File: src/rtl/cfg_seq_pkg.sv
package cfg_seq_pkg;
  typedef enum logic [2:0] {
    ST_RESET = 3'd0,
    ST_CLEAR = 3'd1,
    ST_WAIT  = 3'd2,
    ST_LOAD  = 3'd3,
    ST_ERROR = 3'd4,
    ST_USER  = 3'd5
  } seq_state_e;
endpackage

File: src/rtl/cfg_sync.sv
module cfg_sync #(
  parameter int   STAGES  = 2,
  parameter logic RST_VAL = 1'b0
) (
  input  logic clk,
  input  logic rst_n,
  input  logic d,
  output logic q
);
  logic [STAGES-1:0] pipe_q;

  always_ff @(posedge clk or negedge rst_n) begin
    if (!rst_n) pipe_q <= {STAGES{RST_VAL}};
    else        pipe_q <= {pipe_q[STAGES-2:0], d};
  end

  assign q = pipe_q[STAGES-1];
endmodule

File: src/rtl/cfg_clr_timer.sv
module cfg_clr_timer #(
  parameter int CLR_CYCLES = 16
) (
  input  logic clk,
  input  logic rst_n,
  input  logic restart,
  input  logic run,
  output logic expired
);
  localparam int CW = $clog2(CLR_CYCLES + 1);
  localparam logic [CW-1:0] LAST = CW'(CLR_CYCLES - 1);

  logic [CW-1:0] cnt_q, cnt_d;
  logic          cnt_en;

  assign expired = (cnt_q == LAST);
  assign cnt_en  = restart || (run && !expired);

  always_comb begin
    cnt_d = cnt_q;
    if (restart)     cnt_d = '0;
    else if (cnt_en) cnt_d = cnt_q + 1'b1;
  end

  always_ff @(posedge clk or negedge rst_n) begin
    if (!rst_n)      cnt_q <= '0;
    else if (cnt_en) cnt_q <= cnt_d;
  end
endmodule

File: src/rtl/cfg_seq_ctrl.sv
module cfg_seq_ctrl
  import cfg_seq_pkg::*;
#(
  parameter int          CLR_CYCLES  = 16,
  parameter int          SYNC_STAGES = 2,
  parameter int          MODE_W      = 3,
  parameter int unsigned SPI_CODE    = 2
) (
  input  logic              clk,
  input  logic              por_n,
  input  logic              prog_n_pin,
  input  logic              init_pin,
  input  logic [MODE_W-1:0] mode_pins,
  input  logic              jtag_active,
  input  logic              cfg_err,
  input  logic              load_done,
  input  logic              done_bit,
  output logic              init_drive_low,
  output logic              done_drive_low,
  output logic              clear_mem,
  output logic [MODE_W-1:0] cfg_mode,
  output logic              load_start
);
  localparam logic [MODE_W-1:0] SPI_SEL = MODE_W'(SPI_CODE);

  seq_state_e        state_q, state_d;
  logic [MODE_W-1:0] mode_q;
  logic              mode_en;
  logic              prog_s, init_s, prog_prev_q;
  logic              prog_fall, restart;
  logic              clr_restart, clr_expired;

  cfg_sync #(.STAGES(SYNC_STAGES), .RST_VAL(1'b1)) u_prog_sync (
    .clk(clk), .rst_n(por_n), .d(prog_n_pin), .q(prog_s));

  cfg_sync #(.STAGES(SYNC_STAGES), .RST_VAL(1'b0)) u_init_sync (
    .clk(clk), .rst_n(por_n), .d(init_pin), .q(init_s));

  always_ff @(posedge clk or negedge por_n) begin
    if (!por_n) prog_prev_q <= 1'b1;
    else        prog_prev_q <= prog_s;
  end

  assign prog_fall = prog_prev_q && !prog_s;
  assign restart   = prog_fall && !jtag_active && (mode_q != SPI_SEL);

  // next-state process
  always_comb begin
    state_d = state_q;
    if (state_q == ST_RESET || restart) begin
      state_d = ST_CLEAR;
    end else begin
      unique case (state_q)
        ST_CLEAR: if (clr_expired && prog_s) state_d = ST_WAIT;
        ST_WAIT:  if (init_s)                state_d = ST_LOAD;
        ST_LOAD: begin
          if (cfg_err)        state_d = ST_ERROR;
          else if (load_done) state_d = ST_USER;
        end
        default: state_d = state_q;
      endcase
    end
  end

  assign mode_en     = (state_q == ST_RESET) || restart;
  assign clr_restart = mode_en;

  cfg_clr_timer #(.CLR_CYCLES(CLR_CYCLES)) u_clr_timer (
    .clk(clk), .rst_n(por_n), .restart(clr_restart),
    .run(state_q == ST_CLEAR), .expired(clr_expired));

  // register process
  always_ff @(posedge clk or negedge por_n) begin
    if (!por_n) state_q <= ST_RESET;
    else        state_q <= state_d;
  end

  always_ff @(posedge clk or negedge por_n) begin
    if (!por_n)       mode_q <= '0;
    else if (mode_en) mode_q <= mode_pins;
  end

  assign init_drive_low = (state_q == ST_RESET) || (state_q == ST_CLEAR) ||
                          (state_q == ST_ERROR);
  assign clear_mem      = (state_q == ST_CLEAR);
  assign load_start     = (state_q == ST_WAIT) && init_s && !restart;
  assign done_drive_low = !(done_bit && init_s && prog_s);
  assign cfg_mode       = mode_q;
endmodule

File: config.mk
export PLATFORM = sky130hd
export DESIGN_NAME = cfg_seq_ctrl
export DESIGN_NICKNAME = d
export VERILOG_FILES = /design/src/rtl/cfg_seq_pkg.sv /design/src/rtl/cfg_sync.sv /design/src/rtl/cfg_clr_timer.sv /design/src/rtl/cfg_seq_ctrl.sv
export SDC_FILE = /design/constraint.sdc
export NUM_CORES = 1
export LEC_CHECK = 0
export CAP_MARGIN = 10
export CELL_PAD_IN_SITES_DETAIL_PLACEMENT = 1
export CELL_PAD_IN_SITES_GLOBAL_PLACEMENT = 1
export CORE_MARGIN = 1
export CORE_UTILIZATION = 33
export DETAILED_ROUTE_END_ITERATION = 6
export GPL_TIMING_DRIVEN = 0
export PLACE_DENSITY = 0.7
export SETUP_SLACK_MARGIN = 0.4
export SLEW_MARGIN = 20
export SYNTH_ARGS = -nofsm -noshare
export SYNTH_HDL_FRONTEND = slang
export SYNTH_HIERARCHICAL = 1
export SYNTH_SLANG_ARGS = --single-unit
File: constraint.sdc
create_clock -name clk -period 1.6 [get_ports clk]
set_input_delay 0.24 -clock clk [delete_from_list [all_inputs] [get_ports clk]]
set_output_delay 0.24 -clock clk [all_outputs]
set_load 0.02 [all_outputs]
==> Word level (Yosys, flattened, before mapping) <==
Cells that the tools add are included.
Widths: inputs -> output; s select.
{ "classes": {"add_sub_neg": 1, "eq_ne": 9, "mux": 7, "n_reduce_logical": 21} }
{ "ops": {"columns": ["operator", "n"], "rows": [
  ["$mux 3", 5],
  ["$logic_and 1x1->1", 9],
  ["$pmux 3 s3", 1],
  ["$eq 3x2->1 const B", 2],
  ["$ne 3x2->1 const B", 2],
  ["$add 5x1->5 const B", 1],
  ["$eq 5x4->1 const B", 1],
  ["$logic_not 1->1", 5],
  ["$mux 5", 1],
  ["$logic_or 1x1->1", 4],
  ["$ne 4x3->1 const B", 1],
  ["$reduce_and 4->1", 1],
  ["$reduce_bool 4->1", 1],
  ["$eq 3x1->1 const B", 1],
  ["$eq 3x3->1 const B", 1],
  ["$logic_not 3->1", 1],
  ["$ne 3x1->1 const B", 1]
]} }
{ "word_totals": {"register_bits": 16, "in_bits": 11, "elab_cells": 44} }

==> Depth between registers and ports, before layout <==
{ "depth": {"word_depth": 7, "ltp_mapped": 6} }

==> Hierarchy <==
Netlist, hierarchy kept.
{ "modules_own_cells": {"columns": ["module", "n_inst", "cells_each", "area_each_um2"], "rows": [
  ["cfg_seq_ctrl", 1, 38, 396.6],
  ["cfg_clr_timer", 1, 23, 260.2],
  ["cfg_sync (u_prog_sync)", 1, 2, 52.6],
  ["cfg_sync (u_init_sync)", 1, 2, 50.0]
]} }

==> Least setup slack after synthesis <==
Ideal clock, no wire load.
{ "synth_timing": {"path_kind": "reg-to-reg", "start": "reg state_q[2]", "end": "reg u_clr_timer.cnt_q[3]", "setup_ns": 0.127, "arrival_ns": 1.611, "slack_ns": -0.139, "stages_incl_launch_ff": 6, "path_buffers": 0, "synth_period_minus_slack_ns": 1.739, "cell_sequence": "dfrtp_1 -> nand2b_1 -> nor2_1 -> nor2b_4 -> nand4_1 -> mux2_1"} }
{ "synth_between": {"elab_chain_len": 3} }
{ "synth_rtl": {"columns": ["element", "line", "source"], "rows": [
  ["start: declaration", "cfg_seq_ctrl.sv:26", "seq_state_e state_q, state_d;"],
  ["start signal: assignment", "cfg_seq_ctrl.sv:75", "else state_q <= state_d;"],
  ["$eq 3x1->1", null, null],
  ["named net clear_mem", "cfg_seq_ctrl.sv:20", "output logic clear_mem,"],
  ["$logic_and 1x1->1", "cfg_clr_timer.sv:17", "assign cnt_en = restart || (run && !expired);"],
  ["$logic_or 1x1->1", "cfg_clr_timer.sv:17", null],
  ["end signal: assignment", "cfg_clr_timer.sv:27", "else if (cnt_en) cnt_q <= cnt_d;"],
  ["end: declaration", "cfg_clr_timer.sv:13", "logic [CW-1:0] cnt_q, cnt_d;"]
]} }
The timed path passes the listed nets, and every way through them passes these cells.
A chain may end at the register's enable or synchronous reset.

==> Worst setup path after layout <==
{ "layout_timing": {"start": "reg state_q[0]", "end": "reg u_clr_timer.cnt_q[3]"} }
{ "layout_between": {"elab_chain_len": 3} }
{ "layout_rtl": {"columns": ["element", "line", "source"], "rows": [
  ["$logic_not 3->1 (*)", "cfg_seq_ctrl.sv:65", "assign mode_en = (state_q == ST_RESET) || restart;"],
  ["$logic_or 1x1->1 (*)", "cfg_seq_ctrl.sv:65", null],
  ["named net clr_restart", "cfg_seq_ctrl.sv:31", "logic clr_restart, clr_expired;"],
  ["$mux 5 / $logic_or 1x1->1 (equally long branches)", "cfg_clr_timer.sv:21, cfg_clr_timer.sv:17", null]
]} }
The timed path passes the listed nets; every way through them passes the cells marked *.

==> summary.txt <==
Worst setup path
  – Cell breakdown of the critical path: or3_4 -> o31a_4 -> inv_4 -> and2b_1 -> mux2_4
  – Worst-case reg-to-reg path depth: 5
  – Crit Path Category: reg -> reg
  – Slowest stage delay, CP: 460 ps
  – Arrival time of the worst setup path: about 1800 ps
  – Startpoint of the worst-slack reg-to-reg timing path: state_q[0]
  – Worst reg2reg path endpoint: u_clr_timer/cnt_q[3]
  – Worst Setup Start Kind: flop
  – Slowest cell on the critical path: sky130_fd_sc_hd__dfrtp_2
  – Max FO, Critical Path: 4
  – Data required, critical path: 1790 ps
  – Endpoint kind of the worst setup timing path: flop
  – Flop2flop setup slack: 40 ps

Worst hold path
  – Worst hold path type: reg -> reg
  – Hold Path Depth: 0
  – WHS Endpoint: u_prog_sync/pipe_q[1]
  – Worst Hold Launch: u_prog_sync/pipe_q[0]

Floorplan
  – Die area: around 2500 µm²
  – Number of rows created at floorplan: 17
  – Initial Util: ~35%
  – I/O Pins: 18
  – Area of the core region: ~2200 µm²
  – Horizontal extent of the die: about 50 µm
  – Die height: about 50 µm

STA
  – FMAX: 0.641 GHz
  – Minimum clock period after layout: roughly 1600 ps
  – Least-Margin Pin Slew: roughly 730 ps
  – Portion of the clock cycle consumed by the worst path in the final layout: between 90% and 100%
  – Number of endpoints with negative hold slack in the final report: 0
  – Worst slew margin relative to its limit: 51.3%
  – Sum of negative setup slack: 0 ps
  – Setup-failing EPs final: 0
  – Largest clock skew in the final design: 6.17 ps
  – Number of max-slew violations in the final report: 0
  – RSZ-0062 raised after global routing: true

GRT
  – Pin count of the biggest net entering global routing: 17
  – Number of antenna violations at the first check in global routing: 0
  – GRT Total Usage: a little under a fifth
  – Number of global-route vias before repair: 701
  – Global-route wire length before repair: roughly 3200 µm
  – Grt total ovfl: 0

Drt
  – Remaining antenna violation count after routing: 0
  – Number of remaining DRC errors: 0
  – Via total after detailed routing: approximately 640
  – Number of violations reported at the end of detailed-routing iteration 0: 2
  – Total detailed-routing wirelength: roughly 2100 µm
  – Routed via count divided by cell count: around 4.7
  – Average routed wire per standard cell: ~15 µm
  – Number of detailed-route iterations in the first pass: 3

Synth
  – Post-synth design cell area: between 700 and 800 µm²
  – Share of synthesized area occupied by flip-flops and latches: approximately 53%
  – Post-synth top flop: sky130_fd_sc_hd__dfrtp_1
  – Most common cell in the netlist: sky130_fd_sc_hd__dfrtp_1
  – Number of instances in the synthesized netlist: 65
  – Mean area per synthesized cell: about 12 µm²
  – Library cell with the largest summed area after synthesis: sky130_fd_sc_hd__dfrtp_1
  – #FFs+latches synth: 16
  – Count of warnings emitted by yosys: 6
  – Number of synthesized flops with an enable pin: 0
  – Net Count, Synth: 78
  – Synth top cells by count: 13 x sky130_fd_sc_hd__dfrtp_1, 9 x sky130_fd_sc_hd__nor2_1, 4 x sky130_fd_sc_hd__inv_1
  – Synth unique cells: 30
  – Area fraction of the dominant cell type after synthesis: between 40% and 50%
  – Synth area leaders: sky130_fd_sc_hd__dfrtp_1 43%, sky130_fd_sc_hd__dfstp_2 10%, sky130_fd_sc_hd__mux2_4 5.9%, sky130_fd_sc_hd__nor2_1 4.4%, sky130_fd_sc_hd__ha_1 3.3%
  – Share of flip-flops with an asynchronous set or reset: between 90% and 100%

Pwr
  – Sequential share of power: around a third
  – NetSw: 0.705 mW
  – Share of total power in the clock network: a little over an eighth
  – PnR Total Power: 2.07 mW
  – Worst ir drop on vdd: around 1 mV
  – Switching fraction of total power: roughly a third
  – Power density normalized to cell area: between 1500 and 2000 nW/µm²
  – Fraction of power consumed by combinational cells: ~55%
  – Leak: 0.586 nW
  – Cell internal pwr: roughly 1.4 mW

Clock network
  – Clock latency of the later-clocked register in the worst-skew pair: just under 300 ps
  – Clock transition time at the flip-flop clock pins of the worst setup and hold paths: 110 ps
  – Buffer levels on the longest clock path: 2
  – Sinks on Clock Net: 16
  – Total clock buffers created by CTS: 3
  – TritonCTS clock tree: done
  – Count of hold-fix buffers inserted at cts: 0
  – CTS root buffer: sky130_fd_sc_hd__clkbuf_4
  – Htree depth: 1

Finish
  – Number of nets in the finished design: roughly 120
  – Diodes inserted: 0
  – Area of combinational cells with multiple inputs: between 400 and 500 µm²
  – Fill cell instance count of the final layout: around 230
  – Flip-flop and latch area: about 400 µm²
  – Area Overhead vs Synth: 69.2%
  – Fraction of final layout cells sized beyond drive strength 1: roughly 58%
  – Util after Layout: 58.7%

Outcome
  – Result of the run: finished, final reports clean

Place
  – Count of input and output buffers: 17
  – GPL Wtd Cong: slightly below 0.7
  – Detail Placement HPWL: about 1100 µm

Run
  – Max Cap Violations: 0
==> routing by layer <==
layer	wire (µm)	global-route usage, %	vias up
li1	-	-	309
met2	1150	32.9	8
met1	848	19.8	319
met5	0	0	-
met4	10	8.57	0
met3	52	4.01	2
==> registers in the layout, summed over array words and instances (netlist names) <==
name	count
cfg_mode	3
prog_prev_q	1
state_q	3
u_clr_timer/cnt_q	5
u_init_sync/pipe_q	2
u_prog_sync/pipe_q	2
==> critical path: cells and delay by family, from the launching register on <==
kind | cells | cell delay (ps)
flops | 1 | 460
compound gates | 1 | 130
mux | 1 | 250
buf+inv | 1 | 60
simple gates | 2 | 560
==> layout make-up <==
| cell class | instances | area share (%) |
|---|---|---|
| Buffer | 1 | 0.876 |
| Inverter | 4 | 1.36 |
| Tap cell | 28 | 2.73 |
| Multi-Input combinational cell | 44 | 32.6 |
| Sequential cell | 16 | 31.8 |
| Timing Repair Buffer | 38 | 27.8 |
| Clock buffer | 4 | 2.82 |
==> through the flow <==
stage,instances,hold WS (ps),area (µm²),worst slack (ps)
2_1_floorplan,65,-55.6,810,27.6
3_3_place_gp,110,333,1010,-256
3_5_place_dp,110,337,1010,-258
4_1_cts,130,356,1190,18.1
5_1_grt,135,360,1280,-56.8
6_report,135,363,1280,40.6
==> how the worst max path moves through the flow <==
stage	from	endpoint	slack, ps	cells after the start
2_1_floorplan	u_clr_timer/cnt_q[0]	u_clr_timer/cnt_q[3]	30	6
5_1_grt	u_clr_timer/cnt_q[0]	state_q[1]	-60	7
3_3_place_gp	jtag_active	load_start	-260	4
6_report	state_q[0]	u_clr_timer/cnt_q[3]	40	5
3_5_place_dp	jtag_active	load_start	-260	4
4_1_cts	u_clr_timer/cnt_q[0]	u_clr_timer/cnt_q[3]	20	6
==> power groups by stage <==
stage	logic (mW)	clock network, mW	registers [mW]
final	1.14	0.278	0.652
after floorplan	0.442	0	0.680
after CTS	0.944	0.287	0.645
after detailed placement	0.711	0	0.656
after global placement	0.681	0	0.650
after global routing	1.23	0.298	0.664
==> kinds of logic after synthesis <==
family	synth area share, %
AND/OR/NAND/NOR	20.4
flip-flops	53.2
AO/OA/AOI/OAI	8.57
buffers and inverters	3.46
multiplexers	8.73
XOR/XNOR	2.31
adder cells (fa/ha/maj)	3.29
==> what timing repair did <==
item	4_1_cts	5_1_grt
buffers inserted	16	5
endpoints found under the setup margin	17	16
resized for setup	41	16
pin swaps	6	6
==> layout by cell type (no fill, tap or decap), drive strengths merged, types with 2 or more instances in the layout <==
master	instances
buf	29
dfrtp	13
clkdlybuf4s50	10
nor2	9
mux2	4
inv	4
clkbuf	4
dfstp	3
a21oi	3
nand2	3
nand2b	2
nand3	2
o21ai	2
o211ai	2
or3	2
ha	2
No activity file was read; power rests on OpenSTA's default activity.
